**config.mk**
```make
export PLATFORM = sky130hd
export DESIGN_NAME = scp_port
export DESIGN_NICKNAME = d
export VERILOG_FILES = /design/src/rtl/scp_pkg.sv /design/src/rtl/scp_shifter.sv /design/src/rtl/scp_regs.sv /design/src/rtl/scp_msgq.sv /design/src/rtl/scp_port.sv
export SDC_FILE = /design/constraint.sdc
export NUM_CORES = 1
export LEC_CHECK = 0
export BUFFER_PORTS_ARGS = -buffer_cell sky130_fd_sc_hd__buf_4
export CAP_MARGIN = 20
export CORE_MARGIN = 2
export CORE_UTILIZATION = 56
export DETAILED_ROUTE_END_ITERATION = 6
export GPL_TIMING_DRIVEN = 0
export PLACE_DENSITY = 0.76
export SYNTH_ARGS = -nofsm -noshare
export SYNTH_HDL_FRONTEND = slang
export SYNTH_SLANG_ARGS = --single-unit
```
**constraint.sdc**
```tcl
create_clock -name clk -period 3.2 [get_ports clk]
set_input_delay 0.32 -clock clk [delete_from_list [all_inputs] [get_ports clk]]
set_output_delay 0.32 -clock clk [all_outputs]
set_load 0.01 [all_outputs]
```
**src/rtl/scp_pkg.sv**
```systemverilog
package scp_pkg;
    localparam int MSG_W = 16;
    typedef enum logic [1:0] {
        ST_IDLE = 2'd0,
        ST_XFER = 2'd1,
        ST_HOLD = 2'd2
    } xfer_state_t;
endpackage

```
**src/rtl/scp_shifter.sv**
```systemverilog
module scp_shifter
    import scp_pkg::*;
#(
    parameter int FRAME_W = 16
) (
    input  logic               clk,
    input  logic               rst_n,
    input  logic               cs_n_i,
    input  logic               sclk_i,
    input  logic               sdi_i,
    input  logic               mode_b_i,
    input  logic [FRAME_W-1:0] head_i,
    output logic               start_o,
    output logic               frame_v_o,
    output logic [FRAME_W-1:0] frame_o,
    output logic               sdo_o
);
    localparam int EDGES = 2 * FRAME_W;
    localparam int CW    = $clog2(EDGES + 1);

    xfer_state_t st, st_nx;
    logic s_cs, p_cs, s_sclk, p_sclk, s_sdi;
    logic [CW-1:0] edge_cnt, cnt_nx;
    logic [FRAME_W-1:0] in_sr, in_nx, out_sr;
    logic mode_q, sdo_q;
    logic cs_fall, sedge, in_edge, out_edge, last;

    always_ff @(posedge clk or negedge rst_n) begin
        if (!rst_n) begin
            s_cs <= 1'b1; p_cs <= 1'b1;
            s_sclk <= 1'b0; p_sclk <= 1'b0; s_sdi <= 1'b0;
        end else begin
            s_cs <= cs_n_i; p_cs <= s_cs;
            s_sclk <= sclk_i; p_sclk <= s_sclk; s_sdi <= sdi_i;
        end
    end

    assign cs_fall  = p_cs & ~s_cs;
    assign sedge    = ~s_cs & ~p_cs & (s_sclk ^ p_sclk);
    assign cnt_nx   = edge_cnt + 1'b1;
    assign in_edge  = sedge & (cnt_nx[0] ^ mode_q);
    assign out_edge = sedge & ~(cnt_nx[0] ^ mode_q);
    assign in_nx    = in_edge ? {in_sr[FRAME_W-2:0], s_sdi} : in_sr;
    assign last     = sedge && (cnt_nx == CW'(EDGES));
    assign start_o  = (st == ST_IDLE) && cs_fall;
    assign sdo_o    = sdo_q;

    always_ff @(posedge clk or negedge rst_n) begin
        if (!rst_n) st <= ST_IDLE;
        else        st <= st_nx;
    end

    always_comb begin
        st_nx = st;
        unique case (st)
            ST_IDLE: if (cs_fall) st_nx = ST_XFER;
            ST_XFER: begin
                if (s_cs)      st_nx = ST_IDLE;
                else if (last) st_nx = ST_HOLD;
            end
            ST_HOLD: if (s_cs) st_nx = ST_IDLE;
            default: st_nx = ST_IDLE;
        endcase
    end

    always_ff @(posedge clk or negedge rst_n) begin
        if (!rst_n) begin
            edge_cnt <= '0; in_sr <= '0; out_sr <= '0;
            mode_q <= 1'b0; sdo_q <= 1'b0;
            frame_v_o <= 1'b0; frame_o <= '0;
        end else begin
            frame_v_o <= 1'b0;
            if (start_o) begin
                edge_cnt <= '0;
                in_sr    <= '0;
                mode_q   <= mode_b_i;
                if (mode_b_i) begin
                    sdo_q  <= 1'b0;
                    out_sr <= head_i;
                end else begin
                    sdo_q  <= head_i[FRAME_W-1];
                    out_sr <= {head_i[FRAME_W-2:0], 1'b0};
                end
            end else if (st == ST_XFER && sedge) begin
                edge_cnt <= cnt_nx;
                in_sr    <= in_nx;
                if (out_edge) begin
                    sdo_q  <= out_sr[FRAME_W-1];
                    out_sr <= {out_sr[FRAME_W-2:0], 1'b0};
                end
                if (last) begin
                    frame_v_o <= 1'b1;
                    frame_o   <= in_nx;
                end
            end
        end
    end

    // edge count never runs past one full frame
    a_r1_count_limit: assert property (@(posedge clk) disable iff (!rst_n)
        edge_cnt <= CW'(EDGES));
    // a frame is only delivered on the way into HOLD
    a_r1_frame_in_hold: assert property (@(posedge clk) disable iff (!rst_n)
        frame_v_o |-> (st == ST_HOLD));
endmodule

```
**src/rtl/scp_regs.sv**
```systemverilog
module scp_regs #(
    parameter int         NREG      = 8,
    parameter logic [6:0] MODE_ADDR = 7'h20,
    parameter logic [3:0] WIDE_TAG  = 4'hF
) (
    input  logic        clk,
    input  logic        rst_n,
    input  logic        frame_v_i,
    input  logic [15:0] frame_i,
    input  logic        rb_take_i,
    output logic        mode_b_o,
    output logic [11:0] wide_o,
    output logic        rb_req_o,
    output logic [15:0] rb_msg_o
);
    localparam int IW = $clog2(NREG);

    logic [7:0] regs [NREG];
    logic [6:0] addr;
    logic       rd_flag, mapped, is_wide, is_mode;
    logic [7:0] data, rdata;

    assign addr    = frame_i[15:9];
    assign rd_flag = frame_i[8];
    assign data    = frame_i[7:0];
    assign is_wide = frame_i[15:12] == WIDE_TAG;
    assign is_mode = addr == MODE_ADDR;
    assign mapped  = int'(addr) < NREG;

    always_comb begin
        if (is_mode)     rdata = {7'd0, mode_b_o};
        else if (mapped) rdata = regs[addr[IW-1:0]];
        else             rdata = 8'd0;
    end

    always_ff @(posedge clk or negedge rst_n) begin
        if (!rst_n) begin
            for (int i = 0; i < NREG; i++) regs[i] <= 8'd0;
            mode_b_o <= 1'b0;
            wide_o   <= 12'd0;
            rb_req_o <= 1'b0;
            rb_msg_o <= 16'd0;
        end else if (frame_v_i) begin
            if (is_wide) begin
                wide_o <= {frame_i[11:8], data};
            end else if (rd_flag) begin
                rb_req_o <= 1'b1;
                rb_msg_o <= {addr, 1'b1, rdata};
            end else if (is_mode) begin
                mode_b_o <= data[0];
            end else if (mapped) begin
                regs[addr[IW-1:0]] <= data;
            end
        end else if (rb_take_i) begin
            rb_req_o <= 1'b0;
        end
    end
endmodule

```
**src/rtl/scp_msgq.sv**
```systemverilog
module scp_msgq #(
    parameter int DEPTH = 4,
    parameter int W     = 16
) (
    input  logic         clk,
    input  logic         rst_n,
    input  logic         push_i,
    input  logic [W-1:0] data_i,
    input  logic         pop_i,
    output logic [W-1:0] head_o,
    output logic         nonempty_o
);
    localparam int PW = $clog2(DEPTH);
    localparam int LW = $clog2(DEPTH + 1);

    logic [W-1:0]  mem [DEPTH];
    logic [PW-1:0] wp, rp;
    logic [LW-1:0] level;
    logic full, do_pop, push_new;

    assign full       = level == LW'(DEPTH);
    assign do_pop     = pop_i && (level != '0);
    assign push_new   = push_i && (!full || do_pop);
    assign head_o     = mem[rp];
    assign nonempty_o = level != '0;

    always_ff @(posedge clk) begin
        if (push_new)    mem[wp] <= data_i;
        else if (push_i) mem[wp - 1'b1] <= data_i;
    end

    always_ff @(posedge clk or negedge rst_n) begin
        if (!rst_n) begin
            wp <= '0; rp <= '0; level <= '0;
        end else begin
            if (push_new) wp <= wp + 1'b1;
            if (do_pop)   rp <= rp + 1'b1;
            if (push_new && !do_pop)      level <= level + 1'b1;
            else if (!push_new && do_pop) level <= level - 1'b1;
        end
    end

    // queue level bounded by its depth
    a_r12_level_max: assert property (@(posedge clk) disable iff (!rst_n)
        level <= LW'(DEPTH));
    // overflowing push replaces an entry and leaves the queue full
    a_r12_full_replace: assert property (@(posedge clk) disable iff (!rst_n)
        (push_i && full && !pop_i) |=> (level == LW'(DEPTH)));
endmodule

```
**src/rtl/scp_port.sv**
```systemverilog
module scp_port
    import scp_pkg::*;
#(
    parameter int QDEPTH = 4,
    parameter int NREG   = 8
) (
    input  logic        clk,
    input  logic        rst_n,
    input  logic        cs_n_i,
    input  logic        sclk_i,
    input  logic        sdi_i,
    output logic        sdo_o,
    output logic        sdo_oe_o,
    output logic        irq_n_o,
    input  logic        evt_i,
    input  logic [6:0]  evt_addr_i,
    input  logic [7:0]  evt_data_i,
    output logic [11:0] wide_o
);
    logic             start, frame_v, mode_b, rb_req, nonempty, pop, push, rb_take;
    logic [MSG_W-1:0] frame, rb_msg, head, head_sel, push_data;

    assign rb_take   = rb_req & ~evt_i;
    assign push      = evt_i | rb_req;
    assign push_data = evt_i ? {evt_addr_i, 1'b0, evt_data_i} : rb_msg;
    assign pop       = start & nonempty;
    assign head_sel  = nonempty ? head : '0;
    assign sdo_oe_o  = ~cs_n_i;

    scp_shifter #(.FRAME_W(MSG_W)) u_shift (
        .clk(clk), .rst_n(rst_n), .cs_n_i(cs_n_i), .sclk_i(sclk_i),
        .sdi_i(sdi_i), .mode_b_i(mode_b), .head_i(head_sel),
        .start_o(start), .frame_v_o(frame_v), .frame_o(frame), .sdo_o(sdo_o)
    );

    scp_regs #(.NREG(NREG)) u_regs (
        .clk(clk), .rst_n(rst_n), .frame_v_i(frame_v), .frame_i(frame),
        .rb_take_i(rb_take), .mode_b_o(mode_b), .wide_o(wide_o),
        .rb_req_o(rb_req), .rb_msg_o(rb_msg)
    );

    scp_msgq #(.DEPTH(QDEPTH), .W(MSG_W)) u_q (
        .clk(clk), .rst_n(rst_n), .push_i(push), .data_i(push_data),
        .pop_i(pop), .head_o(head), .nonempty_o(nonempty)
    );

    always_ff @(posedge clk or negedge rst_n) begin
        if (!rst_n)      irq_n_o <= 1'b1;
        else if (cs_n_i) irq_n_o <= ~nonempty;
        else             irq_n_o <= 1'b1;
    end

    // request released once select is low
    a_r10_release: assert property (@(posedge clk) disable iff (!rst_n)
        !cs_n_i |=> irq_n_o);
    // request never falls while select is low
    a_r10_no_fall_low: assert property (@(posedge clk) disable iff (!rst_n)
        $fell(irq_n_o) |-> $past(cs_n_i));
endmodule

```
==> After elaboration in Yosys (flattened, before gate mapping) <==
Memory sizes are Yosys's and may differ from the RTL's.
Cells that the tools add are included.
{ "totals": {"ramBits": 64, "reg_bits": 166, "output_inout_bits": 15, "elab_cells": 144, "mem_count": 1} }
{ "mem_list": {"columns": ["memory", "words", "width", "rd", "rd_clocked_by_memory_dff", "write_ports", "line", "source"], "rows": [
  ["u_q.mem", 4, 16, 1, 0, 1, "scp_msgq.sv:16", "logic [W-1:0] mem [DEPTH];"]
]} }
{ "op_classes": {"n_eq_ne": 11, "bitwise_logic": 21, "mux": 46, "addsub": 6, "order_cmp": 3, "n_reduce_logical": 27} }
{ "ops": {"columns": ["op", "n"], "rows": [
  ["$mux W16", 10],
  ["$bwmux W64", 1],
  ["$mux W8", 5],
  ["$bmux W8 S3", 1],
  ["$demux W8 S3", 1],
  ["$mux W1", 18],
  ["$reduce_or A16 Y1", 1],
  ["$mux W6", 2],
  ["$reduce_and A3 Y1", 4],
  ["$mux W2", 5],
  ["$not A1 Y1", 10],
  ["$logic_and A1 B1 Y1", 8],
  ["$reduce_bool A2 Y1", 4],
  ["$and A1 B1 Y1", 7],
  ["$eq A7 B6 Y1 const B", 1],
  ["$lt A7 B4 Y1 const B", 1],
  ["$add A6 B1 Y6 const B", 1],
  ["$eq A6 B6 Y1 const B", 1],
  ["$mux W3", 2],
  ["$pmux W2 S3", 1],
  ["$reduce_and A5 Y1", 1],
  ["$add A2 B1 Y2 const B", 2],
  ["$eq A4 B4 Y1 const B", 1],
  ["$ge A4 B4 Y1 const B", 1],
  ["19 further kinds", 25]
]} }

==> Longest topological paths before layout <==
{ "depth": {"ltp_word": 11, "depth_mapped": 11} }

==> Modules after synthesis <==
Synthesis repeated with hierarchy kept, for this count alone.
{ "hier_totals": {"cells_unflattened": 725, "hier_area_um2": 10208.5} }
{ "modules_own_cells": {"columns": ["module", "area_per_inst_um2", "seq_area_each_um2", "cells_per_inst", "instances"], "rows": [
  ["scp_regs", 4116.4, 2352.3, 251, 1],
  ["scp_shifter", 2994.1, 1604.0, 311, 1],
  ["scp_msgq", 2703.8, 2097.0, 122, 1],
  ["scp_port", 394.1, 26.3, 41, 1]
]} }

==> Least setup slack after synthesis <==
Ideal clock, no wire load.
{ "synth_path": {"path_kind": "flip-flop to flip-flop", "startpoint": "reg u_shift.p_cs", "endpoint": "mem u_q.mem[2][0], enable pin", "t_required_ns": 2.787, "arrival_time_ns": 2.771, "path_stages_with_launch": 6, "setup_ns": 0.413, "setup_slack_ns": 0.016, "cell_sequence": "dfstp_2 -> or4b_2 -> clkbuf_1 -> nand3_1 -> xnor2_1 -> nor3b_1"} }
{ "synth_via": {"elab_chain_len": 10, "elab_cells_between_ends": 13, "cone_classes": "mux (6); bitwise (2); reduce/logical (5)"} }
{ "synth_lines": {"columns": ["item", "line", "source"], "rows": [
  ["start, declared", "scp_shifter.sv:22", "logic s_cs, p_cs, s_sclk, p_sclk, s_sdi;"],
  ["start signal, assigned", "scp_shifter.sv:33", "s_cs <= cs_n_i; p_cs <= s_cs;"],
  ["$and A1 B1 Y1 *", "scp_shifter.sv:38", "assign cs_fall = p_cs & ~s_cs;"],
  ["$logic_and A1 B1 Y1 *", "scp_shifter.sv:45", "assign start_o = (st == ST_IDLE) && cs_fall;"],
  ["$and A1 B1 Y1 *", "scp_port.sv:26", "assign pop = start & nonempty;"],
  ["$logic_and A1 B1 Y1 *", "scp_msgq.sv:22", "assign do_pop = pop_i && (level != '0);"],
  ["$logic_or A1 B1 Y1 *", "scp_msgq.sv:23", "assign push_new = push_i && (!full || do_pop);"],
  ["$logic_and A1 B1 Y1 *", "scp_msgq.sv:23", null],
  ["$mux W1", "scp_msgq.sv:28", "if (push_new) mem[wp] <= data_i;"],
  ["$mux W1 (not written as such)", "scp_msgq.sv:29", "else if (push_i) mem[wp - 1'b1] <= data_i;"],
  ["$reduce_or A16 Y1 (no source line)", null, null],
  ["$mux W2 (no source line) or $mux W1 (tied branches)", null, null],
  ["end, declared", "scp_msgq.sv:16", null]
]} }
Mark *: on every way between the ends. The rest lies on a longest branch, timed or not.

==> Final worst setup path <==
{ "layout_path": {"startpoint": "reg u_shift.p_cs", "endpoint": "reg u_q.level[2]"} }
{ "layout_via": {"elab_chain_len": 9, "elab_cells_between_ends": 12, "cone_classes": "mux (1); bitwise (2); reduce/logical (9)"} }
{ "layout_lines": {"columns": ["item", "line", "source"], "rows": [
  ["$and A1 B1 Y1 *", "scp_shifter.sv:38", null],
  ["$logic_and A1 B1 Y1 *", "scp_shifter.sv:45", null],
  ["$and A1 B1 Y1 *", "scp_port.sv:26", null],
  ["$logic_and A1 B1 Y1 *", "scp_msgq.sv:22", null],
  ["$logic_or A1 B1 Y1 *", "scp_msgq.sv:23", null],
  ["$logic_and A1 B1 Y1 *", "scp_msgq.sv:23", null],
  ["net u_q.push_new", "scp_msgq.sv:19", "logic full, do_pop, push_new;"],
  ["$logic_not A1 Y1", "scp_msgq.sv:39", "else if (!push_new && do_pop) level <= level - 1'b1;"],
  ["$logic_and A1 B1 Y1", "scp_msgq.sv:39", null],
  ["$reduce_bool A2 Y1 (no source line)", null, null],
  ["end signal, assigned", "scp_msgq.sv:38", "if (push_new && !do_pop) level <= level + 1'b1;"],
  ["end signal, assigned", "scp_msgq.sv:39", null],
  ["end, declared", "scp_msgq.sv:18", "logic [LW-1:0] level;"]
]} }
Mark *: on every way through the listed nets, which the timed path passes. The rest lies on a longest branch.
A chain may end at the register's enable or synchronous reset.

==> reports/metrics.cfg <==
[sta]
fin_worst_skew_ns = 0.01030
drv_slew = 0
worst_slew_pin_slew_ns = 0.9856
max_freq_mhz = 339.6
maxSlewHeadroom = 0.3393
period_needed_ns = 2.945
setup_tns_ns = 0
hold_viol_final = 0
setup_viol = 0
rsz0062_at_grt = no
fin_crit_sh = 0.9203

[yosys]
synth_edf_count = 64
mappedNetlistArea_mm2 = 0.01006
yosysUniqueCellTypes = 58
synth_compound_area_frac = 0.05808
async_reset_ff_frac = 0.7217
synth_top_area_share = 0.4055
syn-num-nets = 738
ys_ff_latch = 230
ys_seq_area_frac = 0.6044
synth_top_family_by_area = multiplexers
yosysWarnings = 0
yosys.area_share.xor_xnor = 0.01132
synth_top_cell_by_area = dfrtp_1
syn_area_per_cell_um2 = 14.11
synthCells = 713
synthFlopType = dfrtp_1
yosys-top-cells-area = dfrtp_1, edfxtp_1, mux2_2, mux4_2, nand2_1
synthMuxAreaShare = 0.2292
synth_fa_ha_area_frac = 0.005721
synthSimpleGateAreaFrac = 0.06866

[power_and_ir_drop]
powerDensity_mw_per_mm2 = 649.4
p_seq_frac = 0.466
p_comb_frac = 0.161
p_switching_mw = 1.873
peakVddDrop_uv = 556.3
p_clk_frac = 0.372
switching_share = 0.2497
p_total_mw = 7.499
leakage_nw = 4.939
p_int_mw = 5.626

[setup_path]
r2r_end = u_q.level[2]$_DFFE_PN0P_
reg2reg_depth = 9
critical_path.max_fanout = 5
arrival_ns = 3.38
cp-end-kind = flip-flop
critical_path_class = flip-flop to flip-flop
reg2reg_from = u_shift.p_cs$_DFF_PN1_
worstSetupStartpointType = flip-flop
worst-r2r-setup-slack_ns = 0.26
critPathLaunch = u_shift.p_cs$_DFF_PN1_
crit_end = u_q.level[2]$_DFFE_PN0P_
worstPathRequired_ns = 3.63

[grt]
grt_max_degree = 86
busiest_layer = met2
grt_first_pass_wirelength_mm = 33.80
grt_pass1_vias = 6481
use_met3 = 0.03187
use_met1 = 0.2864
groute.usage.overall = 0.2211
antenna_found_initial = 0
grt.overflow.total = 0
use_met2 = 0.3877

[drt]
vias = 6163
drt_iter0_markers = 414
vias_per_cell = 5.989
dr.pass1.iters = 6
drc = 0
final_antenna_net_count = 0
routed_wl_mm = 20.88
post_drt_wl_per_cell_um = 20.29

[placement]
placed_cell_area_mm2 = 0.01070
place_hpwl_mm = 14.21
gp_congestion = 0.8415
io_buffers = 34

[final_layout]
n_fill_cell = 1314
design_area_mm2 = 0.01155
layout-drive-gt1-share = 0.3375
diodes = 0
layout.nets = 807
syn2layout_area_growth_pct = 14.79

[floorplan]
die_area_mm2 = 0.01905
num_io_pins = 36
die_w_um = 138.0
rows = 49
dieHeight_um = 138.0
core_mm2 = 0.01778
start_util = 0.5658

[clock_network]
root_buffer = clkbuf_16
cts_buffer_depth = 3
cts_tree = yes
path_clk_slew_ns = 0.06
clock_sinks = 230
cts_inserted_buffers = 24
h-tree-depth = 1
cts_setup_buffers = 0
clk_latency_ns = 0.51

[outcome]
status = finished, final reports clean

[run]
drv_cap = 0

[worst_hold_path]
hold_depth = 2
min-delay-path-class = input port to flip-flop

cell usage after synthesis (all sizes together) (2+ instances only):
cell type  instances
dfrtp            163
mux2             139
edfxtp            64
nand2             54
o21ai             33
clkbuf            32
mux4              28
nand3             27
nor2              27
a21oi             20
a22oi             17
buf               14
mux2i             11
inv                9
xnor2              9
nand3b             5
nor3               5
nor2b              4
xor2               4
a2111oi            3
and3               3
dfstp              3
ha                 3
nand2b             3
o211ai             3
a22o               2
a31oi              2
nor3b              2
or3                2
or4b               2
per-stage QoR:
step / hold WS (ns) / setup WS, ns / util / instances
6_report: 0.1676 / 0.2550 / 0.6495 / 1029
5_1_grt: 0.1677 / 0.09738 / 0.6495 / 1029
4_1_cts: 0.1614 / 0.1288 / 0.6494 / 1029
3_5_place_dp: 0.3838 / 0.1502 / 0.6015 / 981
3_3_place_gp: 0.3842 / -0.7876 / 0.5963 / 976
2_1_floorplan: 0.02441 / 0.01588 / - / 713
critical path, cell delays in order (launching register included):
cell	delay [ns]
dfstp_2	0.57
or4b_2	0.58
clkbuf_1	0.17
a31oi_1	0.33
ha_1	0.26
inv_1	0.07
fa_1	0.43
xor2_1	0.16
nor2_1	0.14
xor2_1	0.15
kinds of logic after synthesis:
logic type                 after synthesis
DFF                                    230
muxes                                  178
and+or+nand+nor                        141
AOI/OAI and AO/OA                       91
buffers and inverters                   56
xor gates and xnor gates                13
adders and majority gates                4
power by group through the flow:
| stage | registers [mW] | logic [mW] | clock network (mW) |
|---|---|---|---|
| 3_3_place_gp | 3.53 | 1.10 | 0 |
| 6_report | 3.50 | 1.21 | 2.79 |
| 5_1_grt | 3.53 | 1.32 | 2.96 |
| 3_5_place_dp | 3.55 | 1.20 | 0 |
| 4_1_cts | 3.50 | 1.22 | 2.83 |
| 2_1_floorplan | 3.51 | 0.848 | 0 |
how the worst min path moves through the flow:
stage | startpoint | to | slack (ns)
after floorplan | rst_n | u_q.level[0]$_DFFE_PN0P_ | 0.02
after global placement | u_shift.s_sclk$_DFF_PN0_ | u_shift.p_sclk$_DFF_PN0_ | 0.38
after detailed placement | u_shift.s_sclk$_DFF_PN0_ | u_shift.p_sclk$_DFF_PN0_ | 0.38
after CTS | evt_addr_i[2] | u_q.mem[2][11]$_DFFE_PP_ | 0.16
after global routing | evt_data_i[7] | u_q.mem[2][7]$_DFFE_PP_ | 0.17
final | evt_addr_i[1] | u_q.mem[2][10]$_DFFE_PP_ | 0.17
sequential cells by signal, summed over array words and instances, names as in the netlist, 2 cells and up:
register and cells:
u_shift.out_sr 16, u_regs.wide_o 12, u_shift.st 2, u_q.mem 64
u_shift.frame_o 16, u_q.level 3, u_regs.regs 64, u_regs.rb_msg_o 16
u_q.rp 2, u_shift.in_sr 16, u_shift.edge_cnt 6, u_q.wp 2
routing by layer:
layer  vias to the layer above  part of all wire
met5                         -                 0
met4                         0             0.029
met3                        41             0.041
met2                       174              0.52
met1                      3170              0.41
li1                       2778                 -
layout make-up:
class | count | area, µm² | share of cell area
Buffer | 46 | 191.4 | 0.01658
Inverter | 10 | 37.54 | 0.003251
Timing Repair Buffer | 43 | 371.6 | 0.03218
Clock inverter | 8 | 63.81 | 0.005526
Multi-Input combinational cell | 427 | 3770 | 0.3265
Tap cell | 229 | 286.5 | 0.02481
Clock buffer | 36 | 747.0 | 0.06469
Sequential cell | 230 | 6080 | 0.5265
placed cells by master (no fill, tap or decap), types with 4 or more instances in the layout:
master / instances
a22oi_1: 17
mux2_2: 139
o21ai_0: 33
dfrtp_1: 163
mux2i_1: 11
nand3b_1: 5
mux4_2: 28
clkinv_2: 6
buf_6: 7
buf_1: 10
clkbuf_16: 25
clkbuf_8: 8
nand2_1: 54
nand3_1: 27
buf_4: 33
inv_1: 8
xor2_1: 4
nor2b_1: 4
xnor2_1: 9
a21oi_1: 18
dlygate4sd3_1: 4
clkbuf_1: 34
nor2_1: 27
edfxtp_1: 64
repair_timing:
item                       in CTS  in global routing
hold buffers                    4                  0
setup endpoints to repair       0                  1
gates resized for setup         0                  2
hold endpoints to repair       85                  0
Power figures use the tool's default switching activity.
